$ cat src/rtl/pfd_pkg.sv
package pfd_pkg;

   // Register selected by the current bus address
   typedef enum logic [1:0] {
      SEL_NONE   = 2'd0,
      SEL_MUL_HI = 2'd1,
      SEL_MUL_LO = 2'd2,
      SEL_RANGE  = 2'd3
   } reg_sel_e;

endpackage

$ cat src/rtl/pfd_cfg_regs.sv
module pfd_cfg_regs
   import pfd_pkg::*;
#(
   parameter int                DATA_W   = 8,
   parameter int                ADDR_W   = 8,
   parameter int                MUL_W    = 12,
   parameter logic [ADDR_W-1:0] ADDR_HI  = 8'h37,
   parameter logic [ADDR_W-1:0] ADDR_LO  = 8'h38,
   parameter logic [ADDR_W-1:0] ADDR_RNG = 8'h3A,
   parameter logic [MUL_W-1:0]  MUL_RST  = 12'h040,
   parameter logic [DATA_W-1:0] RNG_RST  = 8'h40
) (
   input  logic              clk,
   input  logic              rst_n,
   input  logic              pll_on,
   input  logic              wr_en,
   input  logic [ADDR_W-1:0] addr,
   input  logic [DATA_W-1:0] wr_data,
   output reg_sel_e          sel,
   output logic [MUL_W-1:0]  mul_q,
   output logic [DATA_W-1:0] rng_q
);

   localparam int HI_W = MUL_W - DATA_W;

   logic wr_ok;

   always_comb begin
      if (addr == ADDR_HI)       sel = SEL_MUL_HI;
      else if (addr == ADDR_LO)  sel = SEL_MUL_LO;
      else if (addr == ADDR_RNG) sel = SEL_RANGE;
      else                       sel = SEL_NONE;
   end

   // Configuration is frozen whenever the loop is enabled
   assign wr_ok = wr_en & ~pll_on;

   always_ff @(posedge clk or negedge rst_n) begin
      if (!rst_n) begin
         mul_q <= MUL_RST;
         rng_q <= RNG_RST;
      end else if (wr_ok) begin
         case (sel)
            SEL_MUL_HI: mul_q[MUL_W-1:DATA_W] <= wr_data[HI_W-1:0];
            SEL_MUL_LO: mul_q[DATA_W-1:0]     <= wr_data;
            SEL_RANGE:  rng_q                 <= wr_data;
            default:    ;
         endcase
      end
   end

endmodule

$ cat src/rtl/pfd_read_mux.sv
module pfd_read_mux
   import pfd_pkg::*;
#(
   parameter int DATA_W = 8,
   parameter int MUL_W  = 12
) (
   input  reg_sel_e          sel,
   input  logic [MUL_W-1:0]  mul_q,
   input  logic [DATA_W-1:0] rng_q,
   output logic [DATA_W-1:0] rd_data
);

   localparam int HI_W = MUL_W - DATA_W;

   logic [DATA_W-1:0] hi_view;

   generate
      if (HI_W < DATA_W) begin : g_hi_pad
         // unimplemented upper bits of the high byte read as zero
         assign hi_view = {{(DATA_W-HI_W){1'b0}}, mul_q[MUL_W-1:DATA_W]};
      end else begin : g_hi_full
         assign hi_view = mul_q[MUL_W-1:DATA_W];
      end
   endgenerate

   always_comb begin
      case (sel)
         SEL_MUL_HI: rd_data = hi_view;
         SEL_MUL_LO: rd_data = mul_q[DATA_W-1:0];
         SEL_RANGE:  rd_data = rng_q;
         default:    rd_data = '0;
      endcase
   end

endmodule

$ cat src/rtl/pfd_mod_counter.sv
module pfd_mod_counter #(
   parameter int MUL_W = 12
) (
   input  logic             clk,
   input  logic             rst_n,
   input  logic             pll_on,
   input  logic [MUL_W-1:0] mul,
   output logic             pulse
);

   logic [MUL_W-1:0] n_eff;
   logic [MUL_W-1:0] reload;
   logic [MUL_W-1:0] cnt;
   logic             running;
   logic             at_tc;

   // zero is treated as one
   assign n_eff  = (mul == '0) ? MUL_W'(1) : mul;
   assign reload = n_eff - MUL_W'(1);
   assign at_tc  = (cnt == '0);

   always_ff @(posedge clk or negedge rst_n) begin
      if (!rst_n) begin
         running <= 1'b0;
         cnt     <= '0;
      end else if (!pll_on) begin
         running <= 1'b0;
         cnt     <= '0;
      end else if (!running) begin
         running <= 1'b1;
         cnt     <= reload;
      end else if (at_tc) begin
         cnt     <= reload;
      end else begin
         cnt     <= cnt - MUL_W'(1);
      end
   end

   assign pulse = running & pll_on & at_tc;

endmodule

$ cat src/rtl/pll_fb_divider.sv
module pll_fb_divider
   import pfd_pkg::*;
#(
   parameter int                DATA_W   = 8,
   parameter int                ADDR_W   = 8,
   parameter int                MUL_W    = 12,
   parameter logic [ADDR_W-1:0] ADDR_HI  = 8'h37,
   parameter logic [ADDR_W-1:0] ADDR_LO  = 8'h38,
   parameter logic [ADDR_W-1:0] ADDR_RNG = 8'h3A,
   parameter logic [MUL_W-1:0]  MUL_RST  = 12'h040,
   parameter logic [DATA_W-1:0] RNG_RST  = 8'h40
) (
   input  logic              clk,
   input  logic              rst_n,
   input  logic              pll_on,
   input  logic              wr_en,
   input  logic [ADDR_W-1:0] addr,
   input  logic [DATA_W-1:0] wr_data,
   output logic [DATA_W-1:0] rd_data,
   output logic              fb_pulse,
   output logic [MUL_W-1:0]  mul_value,
   output logic [DATA_W-1:0] range_value
);

   generate
      if (MUL_W <= DATA_W) begin : g_bad_mul_w
         $error("MUL_W must exceed DATA_W");
      end
      if (MUL_W > 2 * DATA_W) begin : g_bad_mul_w2
         $error("MUL_W must fit in two data bytes");
      end
      if (ADDR_HI == ADDR_LO || ADDR_HI == ADDR_RNG || ADDR_LO == ADDR_RNG) begin : g_bad_addr
         $error("register addresses must be distinct");
      end
   endgenerate

   reg_sel_e          sel;
   logic [MUL_W-1:0]  mul_q;
   logic [DATA_W-1:0] rng_q;

   pfd_cfg_regs #(
      .DATA_W(DATA_W), .ADDR_W(ADDR_W), .MUL_W(MUL_W),
      .ADDR_HI(ADDR_HI), .ADDR_LO(ADDR_LO), .ADDR_RNG(ADDR_RNG),
      .MUL_RST(MUL_RST), .RNG_RST(RNG_RST)
   ) u_regs (
      .clk(clk), .rst_n(rst_n), .pll_on(pll_on), .wr_en(wr_en),
      .addr(addr), .wr_data(wr_data), .sel(sel), .mul_q(mul_q), .rng_q(rng_q)
   );

   pfd_read_mux #(
      .DATA_W(DATA_W), .MUL_W(MUL_W)
   ) u_rmux (
      .sel(sel), .mul_q(mul_q), .rng_q(rng_q), .rd_data(rd_data)
   );

   pfd_mod_counter #(
      .MUL_W(MUL_W)
   ) u_div (
      .clk(clk), .rst_n(rst_n), .pll_on(pll_on), .mul(mul_q), .pulse(fb_pulse)
   );

   assign mul_value   = mul_q;
   assign range_value = rng_q;

endmodule

$ cat config.mk
export PLATFORM = sky130hd
export DESIGN_NAME = pll_fb_divider
export DESIGN_NICKNAME = d
export VERILOG_FILES = /design/src/rtl/pfd_pkg.sv /design/src/rtl/pfd_cfg_regs.sv /design/src/rtl/pfd_read_mux.sv /design/src/rtl/pfd_mod_counter.sv /design/src/rtl/pll_fb_divider.sv
export SDC_FILE = /design/constraint.sdc
export NUM_CORES = 1
export LEC_CHECK = 0
export ABC_AREA = 1
export BUFFER_PORTS_ARGS = -buffer_cell sky130_fd_sc_hd__buf_2
export CAP_MARGIN = 30
export CELL_PAD_IN_SITES_DETAIL_PLACEMENT = 2
export CELL_PAD_IN_SITES_GLOBAL_PLACEMENT = 2
export CORE_MARGIN = 2
export CORE_UTILIZATION = 30
export DETAILED_ROUTE_END_ITERATION = 16
export GPL_ROUTABILITY_DRIVEN = 0
export PLACE_DENSITY_LB_ADDON = 0.1
export SLEW_MARGIN = 20
export SYNTH_ARGS = -nofsm -noshare
export SYNTH_HDL_FRONTEND = slang
export SYNTH_HIERARCHICAL = 1
export SYNTH_SLANG_ARGS = --single-unit
$ cat constraint.sdc
create_clock -name clk -period 1.9 [get_ports clk]
set_input_delay 0.38 -clock clk [delete_from_list [all_inputs] [get_ports clk]]
set_output_delay 0.38 -clock clk [all_outputs]
set_load 0.05 [all_outputs]
==> results.md, run 1 <==
- Sequential share of power: a little over a third
- Detailed Place HPWL: between 6 and 7 mm
- Buf/Inv on CP: 4
- WL met2: roughly 5.6 mm
- CTS Hold Bufs: 0
- Worst clock skew: 0.00214 ns
- Leak: 1.74 nW
- Cell Area, Placed: about 2800 µm²
- Total negative slack: -0.198 ns
- Worst Setup EP: rd_data[5]
- FF-to-FF Start: u_regs/mul_q[6]
- Fin util: a little under half
- Violated checks: negative setup slack
- IO Pins: between 40 and 50
- Max FO, Critical Path: 5
- Fmax: slightly above 500 MHz
- Biggest area consumer among synthesized cells: dfrtp_1
- DIE WIDTH: 91.1 µm
- Max_cap viols: 0
- FF+latch count, synth: 33
- Max-slew headroom: ~69%
- Mapped Area: 2280 µm²
- Crit path from: addr[6]
- Top post-synthesis cells by area: dfrtp_1 (34%), nand2_1 (14%), nand3_1 (7.3%), nor2_1 (5.6%), nand4_1 (4.7%)
- CP Cell Sequence: buf_8 > nor2_4 > nand2_4 > nor3_4 > buf_6 > nand2_1 > inv_2 > nand2_1 > nand2_1 > buf_6
- Row count: 31
- Clk sinks: 33
- Cts bufs inserted: 5
- Int Power: around 1.4 mW
- DRC viols: 0
- Slowest cell on crit path: nor3_4
- Largest net degree at the start of global routing: 34
- Core area: between 7000 and 8000 µm²
- Tot Pwr: approximately 2.2 mW
- Fin. Hold Viols: 0
- Post-Syn Nets: roughly 340
- CTS tree: done
- Layout cells sized above 1: a little under half
- Post-route cell area: 3360 µm²
- GRT Util Overall: roughly 22%
- Uppermost routed layer: met4
- Diode count: 0
- Fin cells: 505
- Area growth, synth to finish: 47.8%
- Ys Warns: 6
- Worst-Skew Late Latency: 0.30 ns
- Global-route wire length before repair: approximately 14 mm
- PD cells: around 670 nW/µm²
- Worst setup EP type: primary output
- NetSw: 0.887 mW
- Detailed-route wire length per cell: ~20 µm
- NumNets Final: 428
- Gate power share: around two fifths
- Via count: ~2500
- Top cell type's share of synthesized area: approximately a third
- Synthesized instance count: ~310
- CTS HTree Levels: 2
- Vias/cell: 5.01
- Most common cell on crit path: nand2_1
- Routed wire length: 9.96 mm
- R2r worst-path depth: 12
- CP Launch Type: input pin
- Post-detailed-route count of antenna-violating nets: 0
- Min-Delay Path Class: input pin to async pin
- DP Cell Count: 478
- DRT iter0 DRCs: 38
- Slew @ Worst Pin: 0.467 ns
- Clock tree buffer depth: 2
- Synthesized area per cell: 7.29 µm²
- Final setup margin: -0.0685 ns
- Clock power share: 24.6%
- Setup repair after global routing missed its margin: true
- Most frequent cells in the layout: nand2_1 (77), buf_4 (39), buf_2 (36), nor2_1 (26), inv_1 (22)
- Outcome: complete, but fails checks
- Met3 wire length: 280 µm
- Vias in the first global route: about 2800
- Distinct cells, synth: 31
- Root Buffer: clkbuf_8
- Slew Limit Fails: 0
- Count of final setup violators: 5
- Worst r2r dst: u_div/cnt[6]
- Port bufs: 48
- Commonest non-fill, non-tap cell in the layout: nand2_1
- Slowest stage delay, CP: about 0.20 ns
- Post-synthesis sequential area ratio: between 30 and 40%
- Min cycle time layout: roughly 2.0 ns
- Final Cycle Share: 104%
- DRT met1 WL: between 3 and 4 mm
- Cell family with most CP delay: simple AND/OR/NAND/NOR gates
- Die area: ~8300 µm²
- GRT overflow: 0
- Antenna violations before repair: 0
- Die Ht: 91.1 µm
- Crit path DAT: around 1.6 ns
- Setup slack, reg-to-reg: about 0.060 ns
- Switching Share: 39.6%
- Crit path depth: 10
- DR pass1 iterations: 4
- CTS clk-pin slew, worst paths: approximately 0.07 ns
- CP Class: input pin to primary output
- Initial Util: a little under a third
- Required time worst endpoint: approximately 1.5 ns
- IR drop worst, VDD: between 0.2 and 0.3 mV
-- through the flow --
stage | setup slack (ns) | hold WS, ns
global placement | -0.122 | 0.445
floorplan | -0.0105 | 0.0844
detailed placement | -0.159 | 0.445
CTS | -0.0138 | 0.128
finish | -0.0685 | 0.112
global route | -0.119 | 0.141
-- synthesized netlist by cell type, drive strengths merged --
cell and number:
nand3 37, clkbuf 1, ha 3, nor3 5, o31ai 1, inv 34, nor2 44, nand3b 2
a31oi 1, and2 1, dfrtp 31, nand4 17, a21oi 12, o21ai 12, xnor2 4, xor2 4
dfstp 2, buf 6, nand2 95
-- routing by layer --
metal	vias to the layer above	global-route usage, %
li1	1197	-
met1	1259	24.9
met4	0	6.57
met2	56	42.5
met5	-	0
met3	16	3.40
-- power by group through the flow --
stage	registers (mW)	clock network (mW)	logic [mW]
detailed placement	0.812	0	0.746
floorplan	0.847	0	0.458
global placement	0.809	0	0.715
finish	0.802	0.552	0.887
CTS	0.800	0.554	0.817
global route	0.809	0.593	0.980
-- cells by family (layout without fill, tap and decap cells) --
kind of cell               after synthesis  count (layout)  synth area share, %
AOI/OAI and AO/OA                       26              26                 6.38
DFF                                     33              33                 36.4
adders and majority gates                3               3                 1.65
and+or+nand+nor                        201             201                 44.0
xor gates and xnor gates                 8               8                 3.08
buffers and inverters                   41             135                 8.52
-- worst min-delay path by stage --
stage	from	endpoint	slack, ns
floorplan	rst_n	u_div/cnt[0]	0.08
global placement	rst_n	u_regs/rng_q[5]	0.44
detailed placement	rst_n	u_regs/rng_q[5]	0.45
CTS	rst_n	u_regs/rng_q[7]	0.13
global route	rst_n	u_regs/rng_q[5]	0.14
finish	rst_n	u_regs/rng_q[5]	0.11
-- registers in the layout, summed over array words and instances, names as in the netlist --
register       cells
u_regs/rng_q       8
u_div/cnt         12
u_div/running      1
u_regs/mul_q      12
-- layout make-up --
class	count	area, µm²
inverter	34	140
multi-input combinational	238	1460
tap	99	124
timing repair buffer	93	716
clock buffer	6	72.6
fill	858	3930
sequential	33	845
clock inverter	2	10.0
-- timing repair --
action	CTS	global route
buffers inserted	8	9
setup endpoints to repair	10	13
gates cloned	2	0
pin swaps	7	20
resized for setup	36	48
Note: power is estimated with default switching activity, not from simulation.
==> inputs of run 2 (changes only) <==
--- a/config.mk
+++ b/config.mk
@@ -14,9 +14,8 @@
 export CORE_UTILIZATION = 30
 export DETAILED_ROUTE_END_ITERATION = 16
 export GPL_ROUTABILITY_DRIVEN = 0
-export PLACE_DENSITY_LB_ADDON = 0.1
+export PLACE_DENSITY = 0.77
 export SLEW_MARGIN = 20
 export SYNTH_ARGS = -nofsm -noshare
 export SYNTH_HDL_FRONTEND = slang
-export SYNTH_HIERARCHICAL = 1
 export SYNTH_SLANG_ARGS = --single-unit
==> constraint.sdc (replaced) <==
create_clock -name clk -period 1.9 [get_ports clk]
set_input_delay 0.38 -clock clk [delete_from_list [all_inputs] [get_ports clk]]
set_output_delay 0.38 -clock clk [all_outputs]
set_load 0.01 [all_outputs]
==> run 2 against run 1 <==
- the run now ends clean
- clock power rose by 50%
- die area fell by 9.2%
- largest cell class unchanged
- design area fell by 17%
==> results.md, run 2 <==
- Worst setup EP type: primary output
- Slowest cell on crit path: dfrtp_1
- Largest net degree at the start of global routing: 34
- Detailed-route wire length per cell: approximately 17 µm
- XOR/XNOR Fraction of Synth Area: under 10%
- Antenna violations before repair: 0
- Layout cells sized above 1: between 30% and 40%
- Min cycle time layout: 1.82 ns
- Post-synthesis sequential area ratio: approximately two fifths
- Slowest stage delay, CP: 0.38 ns
- Min-Delay Path Class: input pin to async pin
- DIE WIDTH: ~87 µm
- GRT Util Overall: 20.6%
- Leak: 1.43 nW
- Vias/cell: ~4.9
- Die Ht: roughly 87 µm
- DP Cell Count: around 420
- Pre-CTS setup slack: -0.0151 ns
- Crit path DAT: around 1.4 ns
- Fraction of the mapped netlist area in simple logic gates: between 20% and 30%
- DRT iter0 DRCs: 36
- Count leader, synth: nand2_1
- Synth Area in Compound Gates: between 10% and 20%
- Mux share of post-synthesis cell area: 0%
- Final setup margin: 0.0759 ns
- Worst r2r dst: u_div.cnt[8]
- Fin. Hold Viols: 0
- Slew Limit Fails: 0
- Port bufs: 48
- CP Launch Type: flip-flop
- Cell Area, Placed: 2530 µm²
- Post-detailed-route count of antenna-violating nets: 0
- Biggest area consumer among synthesized cells: dfrtp_1
- Max FO, Critical Path: 4
- Via count: approximately 2100
- Die area: 7540 µm²
- Outcome: finished, final reports clean
- Distinct cells, synth: 33
- Number of synthesized flops with an enable pin: 0
- IR drop worst, VDD: roughly 0.3 mV
- Area growth, synth to finish: 35.7%
- Worst clock skew: 0.0104 ns
- Adder-cell share of the synthesized area: between 1.5 and 2%
- Fin cells: 430
- Ys Warns: 0
- Synthesized instance count: around 270
- Most frequent cells in the layout: nand2_1 (60), buf_2 (48), inv_1 (40), dfrtp_1 (31), buf_4 (26)
- Required time worst endpoint: 1.52 ns
- CTS HTree Levels: 2
- Clk sinks: 33
- Buf/Inv on CP: 2
- Vias in the first global route: about 2300
- Tot Pwr: around 1.9 mW
- FF+latch count, synth: 33
- Mapped Area: between 2000 and 2500 µm²
- Main combinational cell family by area after synthesis: simple AND/OR/NAND/NOR gates
- CTS tree: done
- Root Buffer: clkbuf_8
- Top cell type's share of synthesized area: between 30% and 40%
- Setup slack, reg-to-reg: roughly 0.090 ns
- Ys flop type: dfrtp_1
- CP Cell Sequence: inv_2 > ha_4 > nor3b_4 > nand3b_1 > nor2_1 > buf_2
- Cell family with most CP delay: simple AND/OR/NAND/NOR gates
- Regs by FF count: u_div.cnt (12), u_regs.mul_q (12), u_regs.rng_q (8)
- CTS clk-pin slew, worst paths: around 0.08 ns
- Max_cap viols: 0
- Synthesized area per cell: 7.56 µm²
- Post-synth ARST share: 100%
- Routed wire length: ~7.5 mm
- Max-slew headroom: between 60 and 70%
- Diode count: 0
- FF-to-FF Start: u_regs.mul_q[3]
- Worst-Skew Late Latency: about 0.3 ns
- Setup repair after global routing missed its margin: true
- Row count: 30
- Crit path depth: 6
- Detailed Place HPWL: between 5 and 6 mm
- Count of final setup violators: 0
- Fmax: ~550 MHz
- Global-route wire length before repair: about 12 mm
- PD cells: 694 nW/µm²
- Post-synth top cells: nand2_1 (64), inv_1 (43), dfrtp_1 (31)
- Post-route cell area: ~2800 µm²
- R2r worst-path depth: 12
- Final Cycle Share: 96.0%
- Commonest non-fill, non-tap cell in the layout: nand2_1
- GRT overflow: 0
- Post-Syn Nets: ~300
- Core area: 6720 µm²
- Clock tree buffer depth: 2
- CTS Hold Bufs: 0
- NumNets Final: about 370
- IO Pins: 49
- CP Class: flip-flop to primary output
- Cts bufs inserted: 5
- Filler cells: between 700 and 800
- Slew @ Worst Pin: approximately 0.54 ns
- Top post-synthesis cells by area: dfrtp_1 (38%), nand2_1 (12%), inv_1 (7.8%), nor2_1 (5.1%), o21ai_0 (5.1%)
- DRC viols: 0
- Initial Util: between 30 and 40%
- DR pass1 iterations: 4
-- run 2: layout make-up --
cell class,count,area [µm²],share of cell area (%)
clock buffers,5,68.8,2.47
clock inverters,3,68.8,2.47
inverters,45,169,6.05
multi-input cells,190,1120,40.2
flip-flops and latches,33,828,29.7
well taps,80,100,3.59
repair buffers,74,435,15.6
-- run 2: timing repair --
| item | 4_1_cts | 5_1_grt |
|---|---|---|
| endpoints found under the setup margin | 4 | 9 |
| pin swaps | 0 | 5 |
| setup buffers | 0 | 3 |
| resized for setup | 8 | 17 |
-- run 2: cells by family (layout without fill, tap and decap cells) --
family / Yosys count / count (layout)
AOI/OAI and AO/OA: 50 / 50
xor gates and xnor gates: 9 / 9
adders and majority gates: 3 / 3
buffers and inverters: 49 / 127
DFF: 33 / 33
and+or+nand+nor: 128 / 128
-- run 2: how the worst max path moves through the flow --
| stage | startpoint | end | slack [ns] |
|---|---|---|---|
| 3_3_place_gp | addr[2] | rd_data[2] | 0.12 |
| 2_1_floorplan | u_regs.mul_q[6] | u_div.cnt[10] | 0.02 |
| 3_5_place_dp | u_regs.mul_q[6] | u_div.cnt[10] | -0.02 |
| 4_1_cts | u_div.cnt[0] | fb_pulse | 0.02 |
| 5_1_grt | u_div.cnt[0] | fb_pulse | -0.07 |
| 6_report | u_div.cnt[0] | fb_pulse | 0.08 |
-- run 2: power breakdown --
part	internal, mW	switching, mW
Clock	0.528	0.299
Combinational	0.125	0.211
Sequential	0.743	0.0310
-- run 2: metal layers --
metal | vias up | wire, µm | global-route usage, %
li1 | 1022 | - | -
met1 | 1051 | 3100 | 24.1
met2 | 40 | 4130 | 39.0
met3 | 5 | 208 | 3.43
met4 | 0 | 57 | 4.26
met5 | - | 0 | 0
-- run 2: through the flow --
stage / util [%] / setup TNS [ns] / hold slack (ns)
after CTS: 40.2 / 0 / 0.129
after global routing: 41.5 / -0.110 / 0.135
after detailed placement: 37.7 / -0.0151 / 0.454
after floorplan: - / 0 / 0.0844
final: 41.5 / 0 / 0.107
after global placement: 37.7 / 0 / 0.439
